### src/rtl/sdseq_pkg.sv
package sdseq_pkg;

    typedef enum logic [2:0] {
        CMD_NOP = 3'd0,
        CMD_ACT = 3'd1,
        CMD_RD  = 3'd2,
        CMD_WR  = 3'd3,
        CMD_PRE = 3'd4,
        CMD_REF = 3'd5
    } dcmd_e;

    typedef enum logic [2:0] {
        ST_IDLE = 3'd0,
        ST_RUN  = 3'd1,
        ST_REF  = 3'd2,
        ST_RFC  = 3'd3,
        ST_PD   = 3'd4
    } seq_st_e;

endpackage

### src/rtl/sdseq_bank.sv
module sdseq_bank #(
    parameter int ROW_W = 8,
    parameter int TRCD  = 2,
    parameter int TRP   = 2,
    parameter int TRAS  = 5
) (
    input  logic             clk,
    input  logic             rst_n,
    input  logic             act_i,
    input  logic             pre_i,
    input  logic [ROW_W-1:0] row_i,
    output logic             open_o,
    output logic [ROW_W-1:0] row_o,
    output logic             col_ok_o,
    output logic             pre_ok_o,
    output logic             act_ok_o
);
    localparam int TMAX = (TRAS > TRCD) ? ((TRAS > TRP) ? TRAS : TRP)
                                        : ((TRCD > TRP) ? TRCD : TRP);
    localparam int CW = $clog2(TMAX + 1);

    typedef struct packed {
        logic             open;
        logic [ROW_W-1:0] row;
        logic [CW-1:0]    rcd;
        logic [CW-1:0]    ras;
        logic [CW-1:0]    rp;
    } bank_t;

    bank_t bank_d, bank_q;

    always_comb begin
        bank_d = bank_q;
        if (bank_q.rcd != '0) bank_d.rcd = bank_q.rcd - 1'b1;
        if (bank_q.ras != '0) bank_d.ras = bank_q.ras - 1'b1;
        if (bank_q.rp  != '0) bank_d.rp  = bank_q.rp  - 1'b1;
        if (act_i) begin
            bank_d.open = 1'b1;
            bank_d.row  = row_i;
            bank_d.rcd  = CW'(TRCD - 1);
            bank_d.ras  = CW'(TRAS - 1);
        end else if (pre_i) begin
            bank_d.open = 1'b0;
            bank_d.rp   = CW'(TRP - 1);
        end
    end

    always_ff @(posedge clk or negedge rst_n) begin
        if (!rst_n) bank_q <= '0;
        else        bank_q <= bank_d;
    end

    assign open_o   = bank_q.open;
    assign row_o    = bank_q.row;
    assign col_ok_o = bank_q.open && (bank_q.rcd == '0);
    assign pre_ok_o = bank_q.open && (bank_q.ras == '0);
    assign act_ok_o = !bank_q.open && (bank_q.rp == '0);
endmodule

### src/rtl/sdseq_reftimer.sv
module sdseq_reftimer #(
    parameter int PERIOD = 250
) (
    input  logic clk,
    input  logic rst_n,
    input  logic clr_i,
    output logic due_o
);
    localparam int P  = (PERIOD < 1) ? 1 : PERIOD;
    localparam int TW = $clog2(P + 1);

    typedef struct packed {
        logic [TW-1:0] cnt;
        logic          due;
    } tmr_t;

    tmr_t tmr_d, tmr_q;

    always_comb begin
        tmr_d = tmr_q;
        if (tmr_q.cnt == '0) begin
            tmr_d.cnt = TW'(P - 1);
            tmr_d.due = 1'b1;
        end else begin
            tmr_d.cnt = tmr_q.cnt - 1'b1;
        end
        if (clr_i) tmr_d.due = 1'b0;
    end

    always_ff @(posedge clk or negedge rst_n) begin
        if (!rst_n) begin
            tmr_q.cnt <= TW'(P - 1);
            tmr_q.due <= 1'b0;
        end else begin
            tmr_q <= tmr_d;
        end
    end

    assign due_o = tmr_q.due;
endmodule

### src/rtl/sdseq_rdret.sv
module sdseq_rdret #(
    parameter int DW = 16,
    parameter int BL = 4
) (
    input  logic          clk,
    input  logic          rst_n,
    input  logic          start_i,
    input  logic [DW-1:0] dq_i,
    output logic          valid_o,
    output logic [DW-1:0] data_o
);
    localparam int BLC = $clog2(BL + 1);

    typedef struct packed {
        logic           dly;
        logic [BLC-1:0] cnt;
        logic           valid;
        logic [DW-1:0]  data;
    } ret_t;

    ret_t ret_d, ret_q;

    always_comb begin
        ret_d       = ret_q;
        ret_d.valid = 1'b0;
        if (ret_q.dly) begin
            ret_d.dly = 1'b0;
        end else if (ret_q.cnt != '0) begin
            ret_d.valid = 1'b1;
            ret_d.data  = dq_i;
            ret_d.cnt   = ret_q.cnt - 1'b1;
        end
        if (start_i) begin
            ret_d.dly = 1'b1;
            ret_d.cnt = BLC'(BL);
        end
    end

    always_ff @(posedge clk or negedge rst_n) begin
        if (!rst_n) ret_q <= '0;
        else        ret_q <= ret_d;
    end

    assign valid_o = ret_q.valid;
    assign data_o  = ret_q.data;
endmodule

### src/rtl/sdram_seq.sv
module sdram_seq
    import sdseq_pkg::*;
#(
    parameter int DW      = 16,
    parameter int BANK_W  = 2,
    parameter int ROW_W   = 8,
    parameter int COL_W   = 4,
    parameter int BL      = 4,
    parameter int TRCD    = 2,
    parameter int TRP     = 2,
    parameter int TRAS    = 5,
    parameter int TRFC    = 6,
    parameter int CLK_MHZ = 100,
    parameter int RET_MS  = 64,
    parameter int SIM_DIV = 1
) (
    input  logic                            clk,
    input  logic                            rst_n,
    input  logic                            req_valid,
    output logic                            req_ready,
    input  logic                            req_write,
    input  logic [BANK_W+ROW_W+COL_W-1:0]   req_addr,
    input  logic [BL*DW-1:0]                req_wdata,
    input  logic                            pd_req,
    output logic                            rd_valid,
    output logic [DW-1:0]                   rd_data,
    output logic                            dram_cke,
    output logic [2:0]                      dram_cmd,
    output logic [BANK_W-1:0]               dram_bank,
    output logic [((ROW_W>COL_W)?ROW_W:COL_W)-1:0] dram_addr,
    output logic [DW-1:0]                   dram_dq_out,
    output logic                            dram_dq_oe,
    input  logic [DW-1:0]                   dram_dq_in
);
    localparam int NB      = 1 << BANK_W;
    localparam int ADDR_W  = BANK_W + ROW_W + COL_W;
    localparam int AW      = (ROW_W > COL_W) ? ROW_W : COL_W;
    localparam int BLC     = $clog2(BL + 1);
    localparam int RFCW    = $clog2(TRFC + 1);
    localparam int REF_CYC = RET_MS * 1000 * CLK_MHZ / (1 << ROW_W) / SIM_DIV;

    typedef struct packed {
        seq_st_e           st;
        dcmd_e             cmd;
        logic              cke;
        logic [BANK_W-1:0] bank;
        logic [AW-1:0]     addr;
        logic [DW-1:0]     dq;
        logic              oe;
        logic [BL*DW-1:0]  wbuf;
        logic [BLC-1:0]    wleft;
        logic [BLC-1:0]    bus_cnt;
        logic [BANK_W-1:0] last_bank;
        logic              cur_wr;
        logic [BANK_W-1:0] cur_bank;
        logic [ROW_W-1:0]  cur_row;
        logic [COL_W-1:0]  cur_col;
        logic [BL*DW-1:0]  cur_wdata;
        logic [RFCW-1:0]   rfc;
    } seq_t;

    localparam seq_t SEQ_RST = '{st: ST_IDLE, cmd: CMD_NOP, cke: 1'b1, default: '0};

    seq_t seq_d, seq_q;

    logic [NB-1:0]    b_open, b_colok, b_preok, b_actok, b_busy;
    logic [NB-1:0]    act_vec, pre_vec;
    logic [ROW_W-1:0] b_row [NB];
    logic             ref_due;
    logic             bus_free;

    // one tracker per bank
    for (genvar g = 0; g < NB; g++) begin : g_bank
        sdseq_bank #(
            .ROW_W(ROW_W), .TRCD(TRCD), .TRP(TRP), .TRAS(TRAS)
        ) u_bank (
            .clk      (clk),
            .rst_n    (rst_n),
            .act_i    (act_vec[g]),
            .pre_i    (pre_vec[g]),
            .row_i    (seq_d.addr[ROW_W-1:0]),
            .open_o   (b_open[g]),
            .row_o    (b_row[g]),
            .col_ok_o (b_colok[g]),
            .pre_ok_o (b_preok[g]),
            .act_ok_o (b_actok[g])
        );
    end

    sdseq_reftimer #(.PERIOD(REF_CYC)) u_ref (
        .clk   (clk),
        .rst_n (rst_n),
        .clr_i (seq_d.cmd == CMD_REF),
        .due_o (ref_due)
    );

    sdseq_rdret #(.DW(DW), .BL(BL)) u_ret (
        .clk     (clk),
        .rst_n   (rst_n),
        .start_i (seq_d.cmd == CMD_RD),
        .dq_i    (dram_dq_in),
        .valid_o (rd_valid),
        .data_o  (rd_data)
    );

    assign bus_free  = (seq_q.bus_cnt == '0);
    assign req_ready = (seq_q.st == ST_IDLE) && !ref_due && !pd_req;

    always_comb begin
        for (int b = 0; b < NB; b++) begin
            b_busy[b]  = !bus_free && (seq_q.last_bank == BANK_W'(b));
            act_vec[b] = (seq_d.cmd == CMD_ACT) && (seq_d.bank == BANK_W'(b));
            pre_vec[b] = (seq_d.cmd == CMD_PRE) && (seq_d.bank == BANK_W'(b));
        end
    end

    always_comb begin
        logic [BANK_W-1:0] cb;
        logic              found;
        seq_d     = seq_q;
        seq_d.cmd = CMD_NOP;
        seq_d.cke = 1'b1;
        cb        = seq_q.cur_bank;
        found     = 1'b0;

        if (!bus_free) seq_d.bus_cnt = seq_q.bus_cnt - 1'b1;

        // write beats after the first
        if (seq_q.wleft != '0) begin
            seq_d.dq    = seq_q.wbuf[DW-1:0];
            seq_d.oe    = 1'b1;
            seq_d.wbuf  = seq_q.wbuf >> DW;
            seq_d.wleft = seq_q.wleft - 1'b1;
        end else begin
            seq_d.dq = '0;
            seq_d.oe = 1'b0;
        end

        case (seq_q.st)
            ST_IDLE: begin
                if (ref_due) begin
                    seq_d.st = ST_REF;
                end else if (pd_req) begin
                    if (bus_free) begin
                        seq_d.st  = ST_PD;
                        seq_d.cke = 1'b0;
                    end
                end else if (req_valid) begin
                    seq_d.st        = ST_RUN;
                    seq_d.cur_wr    = req_write;
                    seq_d.cur_bank  = req_addr[ADDR_W-1 -: BANK_W];
                    seq_d.cur_row   = req_addr[COL_W +: ROW_W];
                    seq_d.cur_col   = req_addr[COL_W-1:0];
                    seq_d.cur_wdata = req_wdata;
                end
            end
            ST_RUN: begin
                if (b_open[cb] && (b_row[cb] == seq_q.cur_row)) begin
                    if (b_colok[cb] && bus_free) begin
                        seq_d.cmd       = seq_q.cur_wr ? CMD_WR : CMD_RD;
                        seq_d.bank      = cb;
                        seq_d.addr      = AW'(seq_q.cur_col);
                        seq_d.bus_cnt   = BLC'(BL);
                        seq_d.last_bank = cb;
                        seq_d.st        = ST_IDLE;
                        if (seq_q.cur_wr) begin
                            seq_d.dq    = seq_q.cur_wdata[DW-1:0];
                            seq_d.oe    = 1'b1;
                            seq_d.wbuf  = seq_q.cur_wdata >> DW;
                            seq_d.wleft = BLC'(BL - 1);
                        end
                    end
                end else if (b_open[cb]) begin
                    if (b_preok[cb] && !b_busy[cb]) begin
                        seq_d.cmd  = CMD_PRE;
                        seq_d.bank = cb;
                    end
                end else if (b_actok[cb]) begin
                    seq_d.cmd  = CMD_ACT;
                    seq_d.bank = cb;
                    seq_d.addr = AW'(seq_q.cur_row);
                end
            end
            ST_REF: begin
                for (int b = 0; b < NB; b++) begin
                    if (!found && b_open[b] && b_preok[b] && !b_busy[b]) begin
                        found      = 1'b1;
                        seq_d.cmd  = CMD_PRE;
                        seq_d.bank = BANK_W'(b);
                    end
                end
                if (!found && (b_open == '0) && (&b_actok) && bus_free) begin
                    seq_d.cmd = CMD_REF;
                    seq_d.rfc = RFCW'(TRFC - 1);
                    seq_d.st  = ST_RFC;
                end
            end
            ST_RFC: begin
                if (seq_q.rfc == '0) seq_d.st = ST_IDLE;
                else                 seq_d.rfc = seq_q.rfc - 1'b1;
            end
            ST_PD: begin
                if (ref_due) begin
                    seq_d.st = ST_REF;
                end else if (!pd_req) begin
                    seq_d.st = ST_IDLE;
                end else begin
                    seq_d.cke = 1'b0;
                end
            end
            default: seq_d.st = ST_IDLE;
        endcase
    end

    always_ff @(posedge clk or negedge rst_n) begin
        if (!rst_n) seq_q <= SEQ_RST;
        else        seq_q <= seq_d;
    end

    assign dram_cke    = seq_q.cke;
    assign dram_cmd    = seq_q.cmd;
    assign dram_bank   = seq_q.bank;
    assign dram_addr   = seq_q.addr;
    assign dram_dq_out = seq_q.dq;
    assign dram_dq_oe  = seq_q.oe;
endmodule

### config.mk
export PLATFORM = sky130hd
export DESIGN_NAME = sdram_seq
export DESIGN_NICKNAME = d
export VERILOG_FILES = /design/src/rtl/sdseq_pkg.sv /design/src/rtl/sdseq_bank.sv /design/src/rtl/sdseq_reftimer.sv /design/src/rtl/sdseq_rdret.sv /design/src/rtl/sdram_seq.sv
export SDC_FILE = /design/constraint.sdc
export NUM_CORES = 1
export LEC_CHECK = 0
export ABC_AREA = 1
export BUFFER_PORTS_ARGS = -buffer_cell sky130_fd_sc_hd__buf_2
export CAP_MARGIN = 40
export CORE_MARGIN = 2
export CORE_UTILIZATION = 40
export DETAILED_ROUTE_END_ITERATION = 8
export PLACE_DENSITY_LB_ADDON = 0.08
export SETUP_SLACK_MARGIN = 0.2
export SLEW_MARGIN = 5
export SYNTH_ARGS = -nofsm -noshare
export SYNTH_HDL_FRONTEND = slang
export SYNTH_SLANG_ARGS = --single-unit
### constraint.sdc
create_clock -name clk -period 2.1 [get_ports clk]
set_input_delay 0.315 -clock clk [delete_from_list [all_inputs] [get_ports clk]]
set_output_delay 0.315 -clock clk [all_outputs]
set_load 0.02 [all_outputs]
==> flow_summary.json, run 1 <==
{
  "path_cells": "buf_12 -> buf_16 -> nand2_4 -> nand3_4 -> nand3_4 -> buf_6 -> nand2_2 -> nor2_1 -> nand3_1 -> nor2_4 -> nand3_2 -> nand3_4 -> buf_6 -> nand3_4 -> buf_8 -> nand2_1 -> nand2_1",
  "holdWs_ns": 0.0179,
  "wl_per_cell_um": 15.3,
  "numCtsBuffers": 36,
  "post-route-drc-count": 0,
  "synth_top_family_by_area": "simple AND/OR/NAND/NOR gates",
  "place_area_um2": 16300,
  "synthXorXnorAreaFrac_pct": 1.37,
  "setup_violations": 173,
  "max_cap_violations": 0,
  "synth_area_leaders": "dfrtp_1 (51%), nand2_1 (12%), inv_1 (5.2%)",
  "fin_crit_sh_pct": 116,
  "clockBufferDepth": 3,
  "insertion_delay_ns": 0.51,
  "leakage_uw": 0.00948,
  "ys.flop_type": "dfrtp_1",
  "power.density_nw_per_um2": 1490,
  "drive_above_1_share_pct": 31.4,
  "slew_violations": 0,
  "async_flop_share_pct": 100,
  "grt_pass1_vias": 11445,
  "dp_hpwl_mm": 24.7,
  "synth_edf_count": 0,
  "synthAdderAreaFrac_pct": 2.94,
  "grt_pass1_wl_mm": 58.9,
  "critPathKind": "flip-flop to flip-flop",
  "post-route-cell-area_um2": 18800,
  "dieArea_um2": 36700,
  "hold_viol": 0,
  "endpoint_kind": "flip-flop",
  "multi_input_area_um2": 5960,
  "ir_worst_vdd_uv": 679,
  "violations": "setup timing",
  "synthCells": 1633,
  "rsz0062_at_grt": "true",
  "fp.coreArea_um2": 34500,
  "cp.arrival_ns": 2.84,
  "layout.nets": 2045,
  "die_height_um": 191,
  "syn_area_um2": 14100,
  "cp_data_required_time_ns": 2.50,
  "ios": 148,
  "grt_max_degree": 67,
  "worst_slew_pin_slew_ns": 0.575,
  "cts-htree-levels": 2,
  "io_buffer_count": 147,
  "grt.overflow.total": 0,
  "final_antenna_net_count": 0,
  "holdCritPathClass": "primary input to flip-flop",
  "yosysWarnings": 0,
  "die_w_um": 191,
  "fin_skew_ns": 0.0180,
  "fill_cells": 3269,
  "antenna_found_initial": 3,
  "startpoint_type": "flip-flop",
  "synth_top_area_share_pct": 51.3,
  "critPathMaxFanout": 8,
  "synth-seq-cells": 297,
  "crit_path_frequent_cell": "nand3_4",
  "clkTransAtPathRegs_ns": 0.06,
  "seq_area_um2": 7440,
  "synth_compound_area_share_pct": 8.00,
  "syn_avg_cell_area_um2": 8.61,
  "cpMaxStageDelayCell": "dfrtp_2",
  "syn_to_final_growth_pct": 33.6,
  "synth_area_leader_cell": "dfrtp_1",
  "slowest_delay_ns": 0.49,
  "status": "finished with violations",
  "tritoncts": "done",
  "fin_crit_ns": 2.44,
  "root_buffer": "clkbuf_16",
  "vias_per_cell": 4.81,
  "synth.distinct_cells": 38,
  "rows": 68,
  "drt_iter0_markers": 537,
  "synth-seq-area-share_pct": 53.0,
  "maxSlewHeadroom_pct": 61.7,
  "synth_nets": 1765,
  "cts.sinks": 297,
  "fmax_mhz": 410,
  "fin_ws_ns": -0.341,
  "vias": 11520,
  "wl_mm": 36.6,
  "grtUsageTotal_pct": 20.2,
  "start_util_pct": 40.7,
  "routabilityCongestion": 0.824,
  "muxShareOfSynthArea_pct": 2.64,
  "yosys.area_share.simple_pct": 21.8,
  "dr.pass1.iters": 5
}
## critical path: cells and delay by family (launching register included)
kind / cells / cell delay, ns
buffers and inverters: 5 / 0.69
DFF: 1 / 0.49
and+or+nand+nor: 12 / 1.14
## cell usage after synthesis (2+ instances only)
library cell,n
nand2_1,447
dfrtp_1,288
inv_1,193
o21ai_0,130
nor2_1,121
nand3_1,104
buf_4,52
clkbuf_1,39
ha_1,33
mux2_2,33
a31oi_1,32
nand4_1,30
o211ai_1,18
xor2_1,15
a21oi_1,14
buf_2,12
dfstp_2,9
buf_6,8
nand3_2,8
nor3_1,8
xnor2_1,7
inv_2,6
o21ai_1,4
nand2_2,3
or2_2,3
nor2_2,2
nor2_4,2
nor4_1,2
## state kept, by name, indices dropped and copies added, names as in the netlist
name                  count
dram_dq_oe                1
u_ret.ret_q               4
u_ret.data_o             16
seq_q                   157
g_bank.u_bank.bank_q     36
dram_dq_out              16
g_bank.u_bank.open_o      4
u_ret.valid_o             1
dram_cmd                  3
dram_cke                  1
g_bank.u_bank.row_o      32
dram_addr                 8
dram_bank                 2
u_ref.due_o               1
u_ref.tmr_q              15
## area by class of cell
cell class / count / area share, %
repair inverters: 2 / 0.133
repair buffers: 352 / 15.2
well taps: 455 / 3.03
multi-input cells: 1023 / 31.8
flip-flops and latches: 297 / 39.7
diodes: 1 / 0.0133
clock buffers: 52 / 5.55
inverters: 201 / 4.09
clock inverters: 11 / 0.533
## cell usage in the layout, fill, tap and decap left out, types with 9 or more instances in the layout
master | Yosys | final
buf_6 | 8 | 20
buf_12 | 0 | 21
mux2_2 | 33 | 33
nand3_1 | 104 | 47
ha_1 | 33 | 27
clkbuf_16 | 0 | 39
nand4_1 | 30 | 30
nand2_4 | 0 | 10
a21oi_1 | 14 | 12
buf_2 | 12 | 145
dfrtp_1 | 288 | 287
buf_4 | 52 | 129
dfstp_2 | 9 | 9
o21ai_0 | 130 | 90
a31oi_1 | 32 | 32
nor2_1 | 121 | 111
o21ai_2 | 0 | 9
nand3_4 | 1 | 16
o211ai_1 | 18 | 18
inv_1 | 193 | 187
inv_2 | 6 | 10
xor2_1 | 15 | 15
dlygate4sd3_1 | 0 | 22
o21ai_1 | 4 | 35
nor2_4 | 2 | 9
nand2_1 | 447 | 388
nand3_2 | 8 | 50
nand2_2 | 3 | 51
## repair_timing
| item | CTS | global route |
|---|---|---|
| gates cloned | 6 | 4 |
| hold buffers | 22 | 0 |
| resized for setup | 177 | 47 |
| setup buffers | 9 | 10 |
| endpoints found under the setup margin | 183 | 229 |
| pin swaps | 27 | 26 |
| endpoints found under the hold margin | 67 | 0 |
## worst paths after layout
check	start	endpoint	slack, ns	depth (start not counted)
worst max-delay path	seq_q[79]	g_bank[3].u_bank.row_o[0]	-0.34	17
worst min-delay path	req_wdata[53]	seq_q[56]	0.02	3
worst max register to register	seq_q[79]	g_bank[3].u_bank.row_o[0]	-0.34	17
worst min register to register	u_ref.tmr_q[1]	u_ref.tmr_q[1]	0.46	1
max in group asynchronous	rst_n	u_ref.tmr_q[14]	1.04	3
min in group asynchronous	rst_n	u_ref.tmr_q[4]	0.38	2
## logic make-up (layout without fill, tap and decap cells)
family | Yosys count | in the layout
mux | 33 | 33
fa+ha+maj | 33 | 33
buf+inv | 313 | 618
other cells | 0 | 1
xor+xnor | 22 | 22
flops | 297 | 297
simple gates | 731 | 731
compound gates | 204 | 204
## power breakdown
part	internal, µW	total (µW)	switching (µW)
registers	7960	9230	1270
clock network	3570	5960	2390
logic	5570	12800	7280
total	17100	28000	10900
## metal layers
metal | track usage, % | routed length [µm] | vias to the layer above
li1 | - | - | 5745
met1 | 29.3 | 17800 | 5453
met2 | 31.5 | 16200 | 267
met3 | 3.07 | 1770 | 53
met4 | 5.03 | 698 | 2
met5 | 0 | 13 | -
## through the flow
stage	util, %	instances	setup slack (ns)	power (µW)	TNS (ns)
6_report	54.3	2394	-0.341	28000	-43.37
5_1_grt	54.3	2394	-0.489	30200	-69.73
4_1_cts	53.4	2379	-0.284	27700	-36.75
3_5_place_dp	47.1	2279	-0.433	20300	-50.55
3_3_place_gp	47.1	2279	-0.405	20100	-45.76
2_1_floorplan	-	1633	0.0255	16400	0
Note: power is estimated with default switching activity, not from simulation.
==> run 2, diff against run 1 <==
clock period = 3.1 ns   (was 2.1 ns; I/O delays follow)
==> run 2 against run 1 <==
Effect of this change: the flow now finishes without violations; critical endpoint is now dram_dq_out[11]; design area decreased by 13%; die area unchanged; via count decreased by 6.3%.
==> flow_summary.json, run 2 (same netlist as run 1, synthesis figures left out) <==
{
  "die_w_um": 191,
  "setup_tns_ns": 0,
  "path_buf_inv": 5,
  "worst_slew_pin_slew_ns": 0.843,
  "fin_crit_sh_pct": 89.7,
  "leakage_uw": 0.00837,
  "grt_pass1_wl_mm": 55.7,
  "slowest_delay_ns": 0.50,
  "mostFrequentLayoutCell": "nand2_1",
  "reg2reg_from": "seq_q[79]",
  "crit_start": "seq_q[79]",
  "rsz0062_at_grt": "false",
  "drt_iter0_markers": 604,
  "insertion_delay_ns": 0.53,
  "internal_power_uw": 10100,
  "routabilityCongestion": 0.809,
  "post-route-drc-count": 0,
  "cp.arrival_ns": 3.18,
  "setup_violations": 0,
  "root_buffer": "clkbuf_16",
  "final_antenna_net_count": 0,
  "max_cap_violations": 0,
  "clockPowerShare_pct": 25.3,
  "cts.sinks": 297,
  "ios": 148,
  "vias_per_cell": 4.84,
  "path_delay_family": "simple AND/OR/NAND/NOR gates",
  "clkTransAtPathRegs_ns": 0.06,
  "critPathMaxFanout": 30,
  "switchingPower_uw": 6560,
  "wl_mm": 34.4,
  "dr.pass1.iters": 5,
  "ff2ff_setup_slack_ns": 0.32,
  "startpoint_type": "flip-flop",
  "vias": 10798,
  "cpMaxStageDelayCell": "dfrtp_2",
  "layout.nets": 1878,
  "p_seq_share_pct": 37.2,
  "path_cells": "clkinv_8 -> nand2_1 -> nand3_1 -> nand3_1 -> nand2_1 -> inv_1 -> nand2_1 -> nor2_1 -> nand3_2 -> buf_4 -> nor2_1 -> nand4_1 -> buf_4 -> buf_6 -> nand3_1 -> o21ai_0",
  "hold_viol": 0,
  "die_height_um": 191,
  "fmax_mhz": 360,
  "rows": 68,
  "drive_above_1_share_pct": 17.9,
  "slew_violations": 0,
  "fp.coreArea_um2": 34500,
  "power.density_nw_per_um2": 1020,
  "grt_max_degree": 126,
  "maxSlewHeadroom_pct": 43.8,
  "status": "finished clean",
  "start_util_pct": 40.7,
  "fin_crit_ns": 2.78,
  "regMostFlops": "seq_q",
  "clockBufferDepth": 3,
  "syn_to_final_growth_pct": 16.1,
  "comb_power_share_pct": 37.4,
  "crit_cells": 16,
  "cts-htree-levels": 2,
  "tritoncts": "done",
  "antenna_found_initial": 1,
  "swShare_pct": 39.3,
  "dp_hpwl_mm": 23.5,
  "grt.overflow.total": 0,
  "cp_data_required_time_ns": 3.50,
  "io_buffer_count": 147,
  "ir_worst_vdd_uv": 520,
  "holdCritPathClass": "primary input to flip-flop",
  "holdWs_ns": 0.147,
  "endpoint": "dram_dq_out[11]",
  "timing.rr.end": "dram_dq_out[11]",
  "endpoint_kind": "flip-flop",
  "fin_skew_ns": 0.0185,
  "mostFrequentLayoutCells": "nand2_1 (445), dfrtp_1 (287), inv_1 (193)",
  "grtUsageTotal_pct": 19.0,
  "grt_pass1_vias": 10473,
  "r2r_cells": 16,
  "critPathKind": "flip-flop to flip-flop",
  "largest_reg_flops": 157,
  "dieArea_um2": 36700,
  "numCtsBuffers": 36,
  "wl_per_cell_um": 15.4
}
run 2: through the flow:
step	setup WS [ns]	power, µW	instance area [µm²]	utilization, %	std cells
after floorplan	0.884	10900	14100	-	1633
after global placement	0.170	12300	15000	43.4	2156
after detailed placement	0.208	12400	15000	43.4	2156
after CTS	0.221	16700	16200	46.8	2222
after global routing	0.178	18100	16300	47.2	2228
final	0.320	16700	16300	47.2	2230
run 2: power groups by stage:
| stage | Clock (µW) | Combinational, µW | Sequential [µW] |
|---|---|---|---|
| finish | 4230 | 6250 | 6220 |
| global route | 4500 | 7170 | 6390 |
| CTS | 4350 | 6180 | 6210 |
| detailed placement | 0 | 6150 | 6260 |
| global placement | 0 | 6060 | 6250 |
| floorplan | 0 | 4900 | 6010 |
run 2: final cells by class:
| type | count | area, µm² |
|---|---|---|
| Antenna cell | 2 | 5.00 |
| Clock buffer | 53 | 1040 |
| Timing Repair Buffer | 187 | 1130 |
| Sequential cell | 297 | 7440 |
| Tap cell | 455 | 569 |
| Multi-Input combinational cell | 1023 | 5220 |
| Clock inverter | 12 | 146 |
| Fill cell | 3395 | 18200 |
| Inverter | 201 | 772 |
run 2: repair_timing:
action	in CTS	in global routing
resized for setup	2	26
pin swaps	0	5
endpoints found under the hold margin	62	0
cloned	0	1
endpoints found under the setup margin	3	150
setup buffers	0	5
hold buffers	1	0
run 2: worst min-delay path by stage:
stage                               from             end  slack (ns)  cells after the start
final                        req_addr[8]       seq_q[75]        0.15                      3
after global routing         req_addr[3]       seq_q[70]        0.13                      3
after CTS                    req_addr[3]       seq_q[70]        0.12                      3
after detailed placement  u_ref.tmr_q[1]  u_ref.tmr_q[1]        0.44                      1
after global placement    u_ref.tmr_q[1]  u_ref.tmr_q[1]        0.44                      1
after floorplan                    rst_n    dram_addr[0]        0.17                      0
run 2: worst reg2reg max path, cell delays in order, from the launching register on:
cell and delay, ns:
dfrtp_2 0.50, clkinv_8 0.18, nand2_1 0.10, nand3_1 0.13, nand3_1 0.17, nand2_1 0.08, inv_1 0.05, nand2_1 0.04
nor2_1 0.17, nand3_2 0.16, buf_4 0.21, nor2_1 0.11, nand4_1 0.18, buf_4 0.20, buf_6 0.18, nand3_1 0.10
o21ai_0 0.10
run 2: layer usage:
metal / routed length (µm) / GRT usage [%] / vias up
met3: 1590 / 3.18 / 52
met5: 0 / 0 / -
met1: 17500 / 28.5 / 5111
met4: 730 / 5.15 / 0
li1: - / - / 5396
met2: 14600 / 28.3 / 239
==> run 3, diff against run 2 <==
ABC_CLOCK_PERIOD_IN_PS = 3100   (was unset)
CORE_MARGIN = 5   (was 2)
==> run 3 against run 2 <==
Effect of this change: critical path type unchanged; highest routed layer unchanged; critical endpoint is now g_bank[1].u_bank.row_o[1]; design area fell by 0.44%; sequential power about the same; largest power group is now registers; clock-buffer cell count decreased by 5; die area grew 6.4%; wire length is 0.25% lower; the run now ends with hold timing left; sequential cell count stayed put; fmax up 4.7%.
==> flow_summary.json, run 3 (same netlist as run 1, synthesis figures left out) <==
{
  "clockPowerShare_pct": 26.3,
  "critPathMaxFanout": 17,
  "grt.overflow.total": 0,
  "endpoint_kind": "flip-flop",
  "cp.arrival_ns": 3.05,
  "vias": 10726,
  "drt_iter0_markers": 666,
  "die_w_um": 197,
  "wl_mm": 34.4,
  "grt_pass1_vias": 10516,
  "tritoncts": "done",
  "comb_power_share_pct": 36.6,
  "dr.pass1.iters": 5,
  "largest_reg_flops": 157,
  "clkTransAtPathRegs_ns": 0.06,
  "max_cap_violations": 0,
  "grt_max_degree": 126,
  "fmax_mhz": 377,
  "fin_crit_sh_pct": 85.7,
  "swShare_pct": 39.1,
  "layout.nets": 1860,
  "numCtsBuffers": 36,
  "mostFrequentLayoutCell": "nand2_1",
  "ff2ff_setup_slack_ns": 0.44,
  "critPathKind": "flip-flop to flip-flop",
  "post-route-drc-count": 0,
  "die_height_um": 197,
  "setup_violations": 0,
  "hold_viol": 16,
  "final_antenna_net_count": 0,
  "antenna_found_initial": 0,
  "status": "finished with violations",
  "insertion_delay_ns": 0.52,
  "fin_ws_ns": 0.444,
  "power.density_nw_per_um2": 1030,
  "holdCritPathClass": "primary input to asynchronous set/reset pin",
  "fin_total_pwr_uw": 16700,
  "cp_data_required_time_ns": 3.50,
  "setup_tns_ns": 0,
  "maxSlewHeadroom_pct": 45.2,
  "dp_hpwl_mm": 23.8,
  "slew_violations": 0,
  "root_buffer": "clkbuf_16",
  "switchingPower_uw": 6540,
  "dpl_worst_slack_ns": 0.213,
  "p_seq_share_pct": 37.1,
  "rows": 68,
  "syn_to_final_growth_pct": 15.6,
  "ios": 148,
  "clockBufferDepth": 3,
  "vias_per_cell": 4.86,
  "wl_per_cell_um": 15.6,
  "regMostFlops": "seq_q",
  "grtUsageTotal_pct": 17.6,
  "leakage_uw": 0.00832,
  "cts.sinks": 297,
  "drive_above_1_share_pct": 17.1,
  "fin_crit_ns": 2.66,
  "fin_skew_ns": 0.0214,
  "ir_worst_vdd_uv": 511,
  "fp.coreArea_um2": 34600,
  "start_util_pct": 40.6,
  "dieArea_um2": 39000,
  "violations": "hold timing",
  "grt_pass1_wl_mm": 56.6,
  "io_buffer_count": 147,
  "rsz0062_at_grt": "false",
  "post-route-util_pct": 46.9,
  "startpoint_type": "flip-flop",
  "r2r_cells": 18,
  "reg2reg_from": "g_bank[0].u_bank.bank_q[6]",
  "internal_power_uw": 10200,
  "routabilityCongestion": 0.872,
  "cts-htree-levels": 2,
  "mostFrequentLayoutCells": "nand2_1 (446), dfrtp_1 (288), inv_1 (192)",
  "holdWs_ns": -0.0104,
  "worst_slew_pin_slew_ns": 0.822,
  "timing.rr.end": "g_bank[1].u_bank.row_o[1]"
}
## run 3: routing by layer
layer | vias to the layer above | global-route usage, % | share of wire (%)
li1 | 5353 | - | -
met1 | 5073 | 27.2 | 50
met2 | 251 | 26.0 | 43
met3 | 49 | 2.90 | 5.4
met4 | 0 | 3.98 | 1.8
met5 | - | 0 | 0
## run 3: area by class of cell
cell class	count	area, µm²
fill	3384	18400
sequential	297	7440
multi-input combinational	1023	5230
clock buffer	48	1010
timing repair buffer	169	997
inverter	201	761
tap	455	569
clock inverter	15	239
antenna	1	2.50
## run 3: worst max-delay path by stage
stage,slack (ns),startpoint,to,cells past startpoint
2_1_floorplan,0.88,g_bank[2].u_bank.bank_q[6],g_bank[3].u_bank.bank_q[5],14
4_1_cts,0.18,g_bank[3].u_bank.bank_q[6],g_bank[0].u_bank.row_o[0],15
6_report,0.44,g_bank[0].u_bank.bank_q[6],g_bank[1].u_bank.row_o[1],18
5_1_grt,0.20,seq_q[84],g_bank[2].u_bank.row_o[2],15
3_5_place_dp,0.21,g_bank[3].u_bank.bank_q[6],g_bank[0].u_bank.row_o[4],15
3_3_place_gp,0.28,g_bank[3].u_bank.bank_q[6],g_bank[2].u_bank.bank_q[3],13
## run 3: what timing repair did
item,4_1_cts,5_1_grt
setup buffers,0,1
endpoints found under the setup margin,10,126
endpoints found under the hold margin,0,0
hold buffers,0,0
pin swaps,0,3
resized for setup,0,16
## run 3: through the flow
stage	cells	area, µm²
2_1_floorplan	1633	14100
3_3_place_gp	2144	14900
3_5_place_dp	2144	14900
4_1_cts	2207	16200
5_1_grt	2208	16200
6_report	2209	16200
## run 3: power by group through the flow
stage          Sequential [µW]  Combinational [µW]  Clock [µW]
2_1_floorplan             6010                4900           0
3_3_place_gp              6260                5980           0
3_5_place_dp              6270                6070           0
4_1_cts                   6210                6110        4520
5_1_grt                   6390                7050        4680
6_report                  6210                6130        4390
## run 3: critical path: stages, from the launching register on
cell	delay, ns
dfrtp_1	0.39
inv_1	0.06
ha_1	0.14
ha_1	0.27
nand3_1	0.11
nand3_1	0.08
nand2_1	0.05
inv_1	0.09
nand2_1	0.12
buf_4	0.21
nand2_1	0.06
o21ai_0	0.08
nand4_1	0.10
nand2_1	0.08
nor2_4	0.23
buf_6	0.23
nor2_4	0.09
nand3_1	0.08
nand2_1	0.06
